==> src/rtl/spi_gpio_pkg.sv <==
package spi_gpio_pkg;

  typedef enum logic [3:0] {
    CFG_OUT, CFG_DIR, CFG_POL, CFG_OTYPE, CFG_PEN,
    CFG_PSEL, CFG_HOLD, CFG_MASK, CFG_GLITCH
  } cfgSel_e;

  localparam int CFG_N = 9;

  localparam logic [6:0] FEAT_SCRATCH = 7'h00;
  localparam logic [6:0] FEAT_ID      = 7'h01;
  localparam logic [6:0] FEAT_INPUT   = 7'h02;
  localparam logic [6:0] FEAT_SWRST   = 7'h1A;

  // feature code of each per-port configuration register
  function automatic logic [6:0] cfgFeat(input int idx);
    case (idx)
      0:       return 7'h03;
      1:       return 7'h04;
      2:       return 7'h05;
      3:       return 7'h06;
      4:       return 7'h08;
      5:       return 7'h09;
      6:       return 7'h0A;
      7:       return 7'h0C;
      default: return 7'h0D;
    endcase
  endfunction

  typedef struct packed {
    logic       wrEn;
    logic [6:0] feat;
    logic [3:0] port;
    logic [2:0] rsvd;
    logic [7:0] data;
  } spiStrobe_t;

endpackage

==> src/rtl/spi_gpio_ctrl.sv <==
module spi_gpio_ctrl
  import spi_gpio_pkg::*;
(
  input  logic       clk,
  input  logic       rst_n,
  input  logic       spiSck,
  input  logic       spiCsN,
  input  logic       spiMosi,
  input  logic [7:0] rdData,
  output spiStrobe_t strobe,
  output logic       spiMiso,
  output logic       multiPort
);

  localparam int FRAME_BITS = 24;
  localparam int HDR_BITS   = 16;
  localparam int CNT_W      = $clog2(FRAME_BITS + 2);
  localparam logic [CNT_W-1:0] CNT_SAT = CNT_W'(FRAME_BITS + 1);

  logic [2:0]            sckQ, csQ;
  logic [1:0]            mosiQ;
  logic [CNT_W-1:0]      bitCnt;
  logic [FRAME_BITS-1:0] shiftIn;
  logic [HDR_BITS-1:0]   hdr;
  logic                  loadRd, rdActive, wrPend;
  logic [7:0]            rdShift, wrData;

  logic sckRise, csHi, csRise, inBit;
  assign sckRise = sckQ[1] & ~sckQ[2];
  assign csHi    = csQ[1];
  assign csRise  = csQ[1] & ~csQ[2];
  assign inBit   = mosiQ[1];

  always_ff @(posedge clk or negedge rst_n) begin
    if (!rst_n) begin
      sckQ     <= '0;
      csQ      <= '1;
      mosiQ    <= '0;
      bitCnt   <= '0;
      shiftIn  <= '0;
      hdr      <= '0;
      loadRd   <= 1'b0;
      rdActive <= 1'b0;
      rdShift  <= '0;
      wrPend   <= 1'b0;
      wrData   <= '0;
    end else begin
      sckQ   <= {sckQ[1:0], spiSck};
      csQ    <= {csQ[1:0], spiCsN};
      mosiQ  <= {mosiQ[0], spiMosi};
      loadRd <= 1'b0;
      wrPend <= 1'b0;
      if (csHi) begin
        bitCnt   <= '0;
        rdActive <= 1'b0;
      end else if (sckRise) begin
        shiftIn <= {shiftIn[FRAME_BITS-2:0], inBit};
        if (bitCnt != CNT_SAT) bitCnt <= bitCnt + 1'b1;
        if (bitCnt == CNT_W'(HDR_BITS - 1)) begin
          hdr    <= {shiftIn[HDR_BITS-2:0], inBit};
          loadRd <= 1'b1;
        end
        if (bitCnt >= CNT_W'(HDR_BITS) && bitCnt < CNT_W'(FRAME_BITS))
          rdShift <= {rdShift[6:0], 1'b0};
      end
      if (loadRd) begin
        rdActive <= hdr[HDR_BITS-1];
        rdShift  <= rdData;
      end
      if (csRise && bitCnt == CNT_W'(FRAME_BITS) && !shiftIn[FRAME_BITS-1]) begin
        wrPend <= 1'b1;
        wrData <= shiftIn[7:0];
      end
    end
  end

  always_comb begin
    strobe.wrEn = wrPend;
    strobe.feat = hdr[14:8];
    strobe.port = hdr[7:4];
    strobe.rsvd = hdr[3:1];
    strobe.data = wrData;
  end

  assign spiMiso   = rdActive & rdShift[7];
  assign multiPort = hdr[0];

  // MISO stays low once chip select has been high for two samples
  a_r11_miso_idle: assert property (@(posedge clk) disable iff (!rst_n)
    (csQ[1] && csQ[2]) |-> !spiMiso);

  // bit counter saturates and never wraps into a valid count
  a_r8_cnt_bound: assert property (@(posedge clk) disable iff (!rst_n)
    bitCnt <= CNT_SAT);

  // a write strobe only follows chip-select release
  a_r1_wr_after_cs: assert property (@(posedge clk) disable iff (!rst_n)
    wrPend |-> csQ[2]);

endmodule

==> src/rtl/spi_gpio_regs.sv <==
module spi_gpio_regs
  import spi_gpio_pkg::*;
#(
  parameter int         NPORT  = 3,
  parameter logic [7:0] DEV_ID = 8'h01
) (
  input  logic                                clk,
  input  logic                                rst_n,
  input  spiStrobe_t                          strobe,
  input  logic [NPORT*8-1:0]                  pinIn,
  output logic [7:0]                          rdData,
  output logic [CFG_N-1:0][NPORT-1:0][7:0]    cfgOut,
  output logic                                devResetPulse
);

  localparam int HIT_N = CFG_N * NPORT;

  logic [CFG_N-1:0][NPORT-1:0][7:0] cfgQ;
  logic [HIT_N-1:0] wrHit;
  logic [7:0]       scratchQ;
  logic [1:0]       swRstQ;   // [0] device reset, [1] register reset
  logic             addrOk, singleOk, swRstHit, scratchHit;

  assign addrOk     = (strobe.rsvd == 3'b000);
  assign singleOk   = addrOk && (strobe.port == 4'd0);
  assign swRstHit   = strobe.wrEn && singleOk && (strobe.feat == FEAT_SWRST);
  assign scratchHit = strobe.wrEn && singleOk && (strobe.feat == FEAT_SCRATCH);

  for (genvar g = 0; g < CFG_N; g++) begin : g_cfg
    for (genvar p = 0; p < NPORT; p++) begin : g_port
      localparam logic [7:0] RST_VAL = (g == int'(CFG_MASK)) ? 8'hFF : 8'h00;
      assign wrHit[g*NPORT+p] = strobe.wrEn && addrOk &&
                                (strobe.feat == cfgFeat(g)) &&
                                (strobe.port == 4'(p));
      always_ff @(posedge clk or negedge rst_n) begin
        if (!rst_n)                 cfgQ[g][p] <= RST_VAL;
        else if (swRstQ != 2'b00)   cfgQ[g][p] <= RST_VAL;
        else if (wrHit[g*NPORT+p])  cfgQ[g][p] <= strobe.data;
      end
    end
  end

  always_ff @(posedge clk or negedge rst_n) begin
    if (!rst_n) begin
      scratchQ <= '0;
      swRstQ   <= '0;
    end else begin
      if (swRstQ != 2'b00)  scratchQ <= '0;
      else if (scratchHit)  scratchQ <= strobe.data;
      if (swRstHit && strobe.data[0])      swRstQ <= 2'b01;
      else if (swRstHit && strobe.data[1]) swRstQ <= 2'b10;
      else                                 swRstQ <= 2'b00;
    end
  end

  assign devResetPulse = swRstQ[0];
  assign cfgOut        = cfgQ;

  always_comb begin
    rdData = 8'h00;
    if (singleOk && strobe.feat == FEAT_SCRATCH) rdData = scratchQ;
    if (singleOk && strobe.feat == FEAT_ID)      rdData = DEV_ID;
    for (int p = 0; p < NPORT; p++) begin
      if (addrOk && strobe.port == 4'(p)) begin
        if (strobe.feat == FEAT_INPUT)
          rdData = pinIn[p*8 +: 8] ^ cfgQ[CFG_POL][p];
        for (int g = 0; g < CFG_N; g++)
          if (strobe.feat == cfgFeat(g)) rdData = cfgQ[g][p];
      end
    end
  end

  // one write lands on at most one configuration byte
  a_r7_onehot_wr: assert property (@(posedge clk) disable iff (!rst_n)
    $onehot0(wrHit));

  // software reset command clears itself after one cycle
  a_r10_self_clear: assert property (@(posedge clk) disable iff (!rst_n)
    (swRstQ != 2'b00) |=> (swRstQ == 2'b00));

  // a software reset brings every mask byte back to all ones
  a_r6_mask_default: assert property (@(posedge clk) disable iff (!rst_n)
    (swRstQ != 2'b00) |=> (cfgQ[CFG_MASK] == {NPORT{8'hFF}}));

  // device reset request is a single-cycle pulse
  a_r9_pulse_width: assert property (@(posedge clk) disable iff (!rst_n)
    devResetPulse |=> !devResetPulse);

endmodule

==> src/rtl/spi_gpio_regfront.sv <==
module spi_gpio_regfront
  import spi_gpio_pkg::*;
#(
  parameter int         NPORT  = 3,
  parameter logic [7:0] DEV_ID = 8'h01
) (
  input  logic               clk,
  input  logic               rst_n,
  input  logic               spiSck,
  input  logic               spiCsN,
  input  logic               spiMosi,
  output logic               spiMiso,
  input  logic [NPORT*8-1:0] pinIn,
  output logic [NPORT*8-1:0] outLevel,
  output logic [NPORT*8-1:0] dirOut,
  output logic [NPORT*8-1:0] polInv,
  output logic [NPORT*8-1:0] openDrain,
  output logic [NPORT*8-1:0] pullEn,
  output logic [NPORT*8-1:0] pullUp,
  output logic [NPORT*8-1:0] busHold,
  output logic [NPORT*8-1:0] irqMask,
  output logic [NPORT*8-1:0] glitchEn,
  output logic               multiPort,
  output logic               devResetPulse
);

  spiStrobe_t                       strobe;
  logic [7:0]                       rdData;
  logic [CFG_N-1:0][NPORT-1:0][7:0] cfgOut;

  spi_gpio_ctrl u_ctrl (
    .clk       (clk),
    .rst_n     (rst_n),
    .spiSck    (spiSck),
    .spiCsN    (spiCsN),
    .spiMosi   (spiMosi),
    .rdData    (rdData),
    .strobe    (strobe),
    .spiMiso   (spiMiso),
    .multiPort (multiPort)
  );

  spi_gpio_regs #(.NPORT(NPORT), .DEV_ID(DEV_ID)) u_regs (
    .clk           (clk),
    .rst_n         (rst_n),
    .strobe        (strobe),
    .pinIn         (pinIn),
    .rdData        (rdData),
    .cfgOut        (cfgOut),
    .devResetPulse (devResetPulse)
  );

  assign outLevel  = cfgOut[CFG_OUT];
  assign dirOut    = cfgOut[CFG_DIR];
  assign polInv    = cfgOut[CFG_POL];
  assign openDrain = cfgOut[CFG_OTYPE];
  assign pullEn    = cfgOut[CFG_PEN];
  assign pullUp    = cfgOut[CFG_PSEL];
  assign busHold   = cfgOut[CFG_HOLD];
  assign irqMask   = cfgOut[CFG_MASK];
  assign glitchEn  = cfgOut[CFG_GLITCH];

endmodule

==> config.mk <==
export PLATFORM = sky130hd
export DESIGN_NAME = spi_gpio_regfront
export DESIGN_NICKNAME = d
export VERILOG_FILES = /design/src/rtl/spi_gpio_pkg.sv /design/src/rtl/spi_gpio_ctrl.sv /design/src/rtl/spi_gpio_regs.sv /design/src/rtl/spi_gpio_regfront.sv
export SDC_FILE = /design/constraint.sdc
export NUM_CORES = 1
export LEC_CHECK = 0
export ABC_AREA = 1
export CORE_MARGIN = 5
export CORE_UTILIZATION = 34
export CTS_BUF_LIST = sky130_fd_sc_hd__clkbuf_4 sky130_fd_sc_hd__clkbuf_8
export CTS_CLUSTER_DIAMETER = 80
export CTS_CLUSTER_SIZE = 12
export DETAILED_ROUTE_END_ITERATION = 8
export PLACE_DENSITY = 0.6
export SLEW_MARGIN = 10
export SYNTH_ARGS = -nofsm -noshare
export SYNTH_HDL_FRONTEND = slang
export SYNTH_HIERARCHICAL = 1
export SYNTH_SLANG_ARGS = --single-unit
==> constraint.sdc <==
create_clock -name clk -period 3.53 [get_ports clk]
set_clock_uncertainty 0.1 [all_clocks]
set_input_delay 0.706 -clock clk [delete_from_list [all_inputs] [get_ports clk]]
set_output_delay 0.706 -clock clk [all_outputs]
set_load 0.1 [all_outputs]
# Word level (Yosys, flattened, before mapping)
# Index checks and enable logic that the tools add are counted.
# Widths: inputs -> output; s select.
[op_classes]
addsub = 1
order_cmp = 2
n_eq_ne = 45
mux = 133
n_bitwise = 9
reduce_logical = 92
[ops]
columns = ["operator", "n"]
rows = [
  ["$mux 8", 95],
  ["$eq 7x7->1", 27],
  ["$mux 7", 27],
  ["$reduce_bool 2->1", 34],
  ["$logic_and 1x1->1", 50],
  ["$eq 7x4->1 const B", 5],
  ["$xor 8x8->8", 3],
  ["$eq 7x3->1 const B", 3],
  ["$mux 5", 3],
  ["$eq 7x2->1 const B", 2],
  ["$eq 7x1->1 const B", 1],
  ["$eq 7x5->1 const B", 1],
  ["$logic_not 7->1", 1],
  ["$mux 1", 6],
  ["$reduce_and 3->1", 2],
  ["$add 5x1->5 const B", 1],
  ["$eq 5x4->1 const B", 1],
  ["$eq 5x5->1 const B", 1],
  ["$ge 5x5->1 const B", 1],
  ["$lt 5x5->1 const B", 1],
  ["$ne 5x5->1 const B", 1],
  ["$eq 4x1->1 const B", 1],
  ["$eq 4x2->1 const B", 1],
  ["$logic_not 4->1", 1],
  ["other kinds (7)", 13],
]
[totals]
ff_bits = 298
input_bits = 29
output_inout_bits = 219
wordCells = 322

# Longest topological paths before layout
[logic_depth]
depth_word = 39
depth_mapped = 42
ltp_nobuf = 41

# Modules after synthesis
# The synthesis kept the hierarchy.
[modules_own_cells]
columns = ["module", "instances", "cells_per_inst", "area_per_inst_um2", "seq_area_each_um2"]
rows = [
  ["spi_gpio_regs", 1, 1563, 11618.6, 5685.5],
  ["spi_gpio_ctrl", 1, 307, 2964.1, 1805.5],
]

# Least setup slack after synthesis
# OpenSTA, ideal clock, no wires.
[synth_path]
path_kind = "register to register"
startpoint = "register u_regs.cfgQ (netlist bit u_regs/cfgOut[52])"
endpoint = "register u_ctrl.rdShift[4]"
setup_ns = 0.125
arrival_ns = 3.009
t_required_ns = 3.305
setup_slack_ns = 0.297
path_stages_with_launch = 38
path_buffers = 0
synth_period_minus_slack_ns = 3.233
path_cell_list = "dfrtp_1 -> xor2_1 -> nand2_1 -> nand4_1 -> inv_1 -> nand4_1 -> a21oi_1 -> nand3_1 -> nand3_1 -> nand3_1 -> o21ai_1 -> nand2_1 -> nand2_1 -> nand2_1 -> nand2_1 -> nand2_1 -> nand2_1 -> nand2_1 -> [2 not listed] -> nand2_1 -> nand2_1 -> nand2_1 -> nand2_1 -> nand2_1 -> nand2_1 -> nand2_1 -> nand2_1 -> nand2_1 -> nand2_1 -> nand2_1 -> nand2_1 -> nand2_1 -> nand2_1 -> nand2_1 -> nand2_1 -> nand2_1 -> nand3_1"
[synth_via]
elab_chain_len = 35
[synth_rtl]
columns = ["element", "line", "source"]
rows = [
  ["from (decl)", "spi_gpio_regs.sv:18", "logic [CFG_N-1:0][NPORT-1:0][7:0] cfgQ;"],
  ["from (signal, indexed assignment)", "spi_gpio_regs.sv:38", "else if (wrHit[g*NPORT+p]) cfgQ[g][p] <= strobe.data;"],
  ["$xor 8x8->8", "spi_gpio_regs.sv:66", "rdData = pinIn[p*8 +: 8] ^ cfgQ[CFG_POL][p];"],
  ["$mux 8", "spi_gpio_regs.sv:65", "if (strobe.feat == FEAT_INPUT)"],
  ["$mux 8 (2 in a row)", "spi_gpio_regs.sv:68", "if (strobe.feat == cfgFeat(g)) rdData = cfgQ[g][p];"],
  ["$mux 8 (*) (7 in a row)", "spi_gpio_regs.sv:68", ""],
  ["$mux 8 (*)", "spi_gpio_regs.sv:64", "if (addrOk && strobe.port == 4'(p)) begin"],
  ["$mux 8", "spi_gpio_regs.sv:65", ""],
  ["$mux 8 (9 in a row)", "spi_gpio_regs.sv:68", ""],
  ["$mux 8 (*)", "spi_gpio_regs.sv:64", ""],
  ["$mux 8", "spi_gpio_regs.sv:65", ""],
  ["$mux 8 (9 in a row)", "spi_gpio_regs.sv:68", ""],
  ["$mux 8 (*)", "spi_gpio_regs.sv:64", ""],
  ["via rdData[4]", "spi_gpio_regfront.sv:28", "logic [7:0] rdData;"],
  ["$mux 8 (*)", "spi_gpio_ctrl.sv:66", "if (loadRd) begin"],
  ["to (signal assigned)", "spi_gpio_ctrl.sv:64", "rdShift <= {rdShift[6:0], 1'b0};"],
  ["to (signal assigned)", "spi_gpio_ctrl.sv:68", "rdShift <= rdData;"],
  ["to (decl)", "spi_gpio_ctrl.sv:26", "logic [7:0] rdShift, wrData;"],
]
# Mark *: on every way through the listed nets, which the timed path passes. The rest lies on a longest branch.
# A chain may end at the register's enable or synchronous reset.

# Worst setup path in the final report
[layout_path]
startpoint = "register u_ctrl.hdr[10]"
endpoint = "register u_ctrl.rdShift[5]"
[layout_via]
elab_chain_len = 38
elab_cells_between_ends = 68
cone_classes = "eq/ne: 29; mux: 36; reduce/logical: 3"
[layout_rtl]
columns = ["element", "line", "source"]
rows = [
  ["from (decl)", "spi_gpio_ctrl.sv:24", "logic [HDR_BITS-1:0] hdr;"],
  ["from (signal assigned)", "spi_gpio_ctrl.sv:60", "hdr <= {shiftIn[HDR_BITS-2:0], inBit};"],
  ["$logic_not 7->1", "spi_gpio_regs.sv:61", "if (singleOk && strobe.feat == FEAT_SCRATCH) rdData = scratchQ;"],
  ["$logic_and 1x1->1", "spi_gpio_regs.sv:61", ""],
  ["$mux 8", "spi_gpio_regs.sv:61", ""],
  ["$mux 8", "spi_gpio_regs.sv:62", "if (singleOk && strobe.feat == FEAT_ID) rdData = DEV_ID;"],
  ["$mux 8", "spi_gpio_regs.sv:65", ""],
  ["$mux 8 (9 in a row)", "spi_gpio_regs.sv:68", ""],
  ["$mux 8", "spi_gpio_regs.sv:64", ""],
  ["$mux 8", "spi_gpio_regs.sv:65", ""],
  ["$mux 8 (9 in a row)", "spi_gpio_regs.sv:68", ""],
  ["$mux 8", "spi_gpio_regs.sv:64", ""],
  ["$mux 8", "spi_gpio_regs.sv:65", ""],
  ["$mux 8 (9 in a row)", "spi_gpio_regs.sv:68", ""],
  ["$mux 8 (*)", "spi_gpio_regs.sv:64", ""],
  ["via rdData[5]", "spi_gpio_regfront.sv:28", ""],
  ["$mux 8 (*)", "spi_gpio_ctrl.sv:66", ""],
]
# Marks and branches as above.

==> results by group <==
Place
  • PortBufs: 247
  • Cells after DPL: 2672
  • Final HPWL DP: 42.9 mm
  • GP Congestion: 0.913

GRT
  • Initial antenna violation count: 0
  • Largest net degree at the start of global routing: around 110
  • Vias in the first global route: 13600
  • Tot GR Track Use: 0.244
  • First-pass GRT wire length: 88.1 mm
  • Remaining global-route overflow: 0

Clock tree
  • Clock latency on the worst-skew pair: 650 ps
  • H-tree depth: 1
  • CTS buffer count: 30
  • CTS root buf: clkbuf_8
  • CTS tree: done
  • Num Clock Sinks: between 200 and 300
  • Clk buf depth: 3
  • Worst-path clk slew: approximately 90 ps

Run status
  • Failing checks: negative setup slack
  • Status: finished, violations left

Logic synthesis
  • Yosys warning total: 6
  • Mean post-synth cell area: just under 8 um2
  • Number of flops mapped to enable cells by yosys: 0
  • Synthesized area: about 0.015 mm2
  • Synth Register Bits: 298
  • Primary FF master, synth: dfrtp_1
  • Post-synthesis sequential area ratio: 0.514
  • Distinct cell type count after synthesis: 39
  • Mapped Cells: around 1900
  • Syn_nets: 1903
  • Async SR Flop Fraction: 1.00

Power and ir drop
  • Internal: 4.58 mW
  • IR drop worst, VDD: 0.235 mV
  • Reg power frac: 0.576
  • Leakage: 9.52 nW
  • Switching Fraction: 0.247
  • PwrDens: 318 mW/mm2
  • Combinational share of power: 0.036
  • Switch Pwr: 1.50 mW
  • Clock share of power: 0.388

Critical path
  • Critical Path Start Type: register
  • Req. time, crit path: 3940 ps
  • Crit Path Category: reg -> reg
  • FF-to-FF setup slack: -400 ps
  • CP Capture Type: register
  • Worst-path maximum fanout: 4
  • Critical Path AT: 4340 ps
  • Delay-heaviest family, CP: simple AND/OR/NAND/NOR gates
  • Most frequent CP cell: nand3_2
  • CP max stage delay: between 400 and 500 ps
  • Max stage delay cell, worst path: dfrtp_2
  • Worst Path Buf+Inv: 3

Finish
  • Syn-to-layout area delta: 31.1%
  • Area of the multi-input gates: around 0.0064 mm2
  • Most frequent cells in the layout: 519 x nand2_1, 355 x buf_4, 280 x o21ai_0
  • Nets: 2230
  • Fin util: 0.453
  • Seq. cell area: between 0.007 and 0.008 mm2
  • Most common cell after layout, fill and taps aside: nand2_1
  • Fill cells: 4237
  • Layout cell share with drive strength beyond 1: 0.290
  • Final non-filler cell total: between 2000 and 3000
  • Antenna diodes: 0

Hold path
  • Hold Crit Class: reg -> reg

Timing
  • Slew Limit Fails: 0
  • Final TNS setup: -2040 ps
  • Final setup viols: 7
  • Final Hold Vio Count: 0
  • Final cycle utilization of the critical path: 1.11
  • Worst Tran Pin Value: 973 ps
  • Worst setup margin: -402 ps
  • RSZ-0062 raised after global routing: true
  • Fmax: about 250 MHz
  • Tmin final: 3930 ps
  • Rel. slew slack: 0.349

Die
  • Die H: 217 um
  • # IOs: between 200 and 250
  • Die area: 0.0471 mm2
  • Die width: 217 um
  • Initial Util: 0.345
  • Total core area: 0.0422 mm2
  • Std-Cell Rows: 75

Job
  • Max-cap violations: 0

Drt
  • DR vias: 14200
  • DRC violations left: 0
  • DRT iter0 DRCs: between 1000 and 1500
  • Via density: 5.15
  • Number of detailed-route iterations in the first pass: 6
  • Total Wirelength: 59.7 mm
  • WL/cell: 21.6 um
  • Final ANT Viol Nets: 0
==> path summary, 6_finish.rpt <==
| path | end | cells after the start | startpoint |
|---|---|---|---|
| setup / recovery | u_ctrl/rdShift[5] | 35 | u_ctrl/hdr[10] |
| hold / removal | u_ctrl/csQ[1] | 0 | u_ctrl/csQ[0] |
| setup reg to reg | u_ctrl/rdShift[5] | 35 | u_ctrl/hdr[10] |
| hold reg to reg | u_ctrl/csQ[1] | 0 | u_ctrl/csQ[0] |
| max in group asynchronous | u_ctrl/hdr[9] | 3 | rst_n |
| min in group asynchronous | u_ctrl/wrData[0] | 2 | rst_n |
==> logic make-up (layout without fill, tap and decap cells) <==
logic type | Yosys count | count (layout) | synth area share
fa+ha+maj | 4 | 4 | 0.00343
flops | 298 | 298 | 0.514
compound gates | 371 | 371 | 0.130
xor+xnor | 24 | 24 | 0.0144
simple gates | 886 | 887 | 0.257
buf+inv | 287 | 637 | 0.0814
==> cell type report <==
cell class / instances / share of cell area
Clock buffer: 51 / 0.0302
Clock inverter: 5 / 0.00203
Inverter: 181 / 0.0363
Multi-Input combinational cell: 1286 / 0.336
Sequential cell: 298 / 0.392
Tap cell: 539 / 0.0353
Timing Repair Buffer: 400 / 0.168
==> state kept, by name, summed over array words and instances (netlist names) <==
| signal | count |
|---|---|
| u_ctrl/wrPend | 1 |
| u_ctrl/hdr | 16 |
| u_regs/swRstQ | 2 |
| u_regs/scratchQ | 8 |
| u_regs/cfgOut | 216 |
| u_ctrl/bitCnt | 5 |
| u_ctrl/loadRd | 1 |
| u_ctrl/wrData | 8 |
| u_ctrl/mosiQ | 2 |
| u_ctrl/rdShift | 8 |
| u_ctrl/sckQ | 3 |
| u_ctrl/csQ | 3 |
| u_ctrl/shiftIn | 24 |
| u_ctrl/rdActive | 1 |
==> metrics by stage <==
step	worst slack (ps)	hold slack (ps)	area (um2)	total power [mW]
6_report	-402	245	19100	6.08
5_1_grt	-616	244	19100	6.30
4_1_cts	-369	242	18800	6.13
3_5_place_dp	-1120	237	17600	3.78
3_3_place_gp	-1130	233	17600	3.78
2_1_floorplan	297	231	14600	3.64
==> cell usage after synthesis, types with 2 or more instances <==
master / number / area share
xor2_1: 17 / 0.010
inv_2: 14 / 0.0036
clkinv_1: 3 / 0.00077
nor2_4: 3 / 0.0023
nor3_2: 2 / 0.0014
o21ai_1: 5 / 0.0017
nor2_2: 7 / 0.0030
nand3_1: 142 / 0.049
nand2_2: 6 / 0.0026
xnor2_1: 7 / 0.0042
buf_2: 18 / 0.0062
nor3_4: 2 / 0.0022
nand2_1: 567 / 0.15
dfrtp_1: 271 / 0.47
nand4_1: 20 / 0.0086
or2_2: 18 / 0.0077
clkbuf_2: 2 / 0.00069
dfstp_2: 27 / 0.049
nand2_4: 2 / 0.0015
a21boi_0: 3 / 0.0015
buf_6: 2 / 0.0015
nor2_1: 105 / 0.027
nor3_1: 4 / 0.0014
o21ai_0: 282 / 0.097
o21ai_2: 9 / 0.0054
inv_1: 163 / 0.042
ha_1: 4 / 0.0034
a21oi_1: 72 / 0.025
clkbuf_1: 60 / 0.015
buf_4: 18 / 0.0093
or2_0: 2 / 0.00086
buf_1: 6 / 0.0015
==> power groups by stage <==
stage	Clock, mW	Sequential [mW]	Combinational (mW)
after detailed placement	0	3.57	0.217
after floorplan	0	3.56	0.0844
after CTS	2.40	3.50	0.220
after global placement	0	3.57	0.216
after global routing	2.53	3.51	0.253
final	2.36	3.50	0.220
==> worst reg2reg max path, delay by kind of cell (launching register included) <==
family	cells	cell delay, ps
simple gates	31	2710
flops	1	450
compound gates	1	180
buf+inv	3	400
==> timing repair <==
item | 4_1_cts | 5_1_grt
gates cloned | 2 | 0
hold buffers | 1 | 0
resized for setup | 87 | 73
hold endpoints to repair | 38 | 0
buffers inserted | 23 | 12
endpoints found under the setup margin | 6 | 8
pin swaps | 39 | 86
==> per-layer routing <==
layer,track usage,part of all wire
met1,0.339,0.42
met2,0.382,0.45
met5,0,0
met3,0.0523,0.091
met4,0.0805,0.036
No activity file was read; power rests on OpenSTA's default activity.
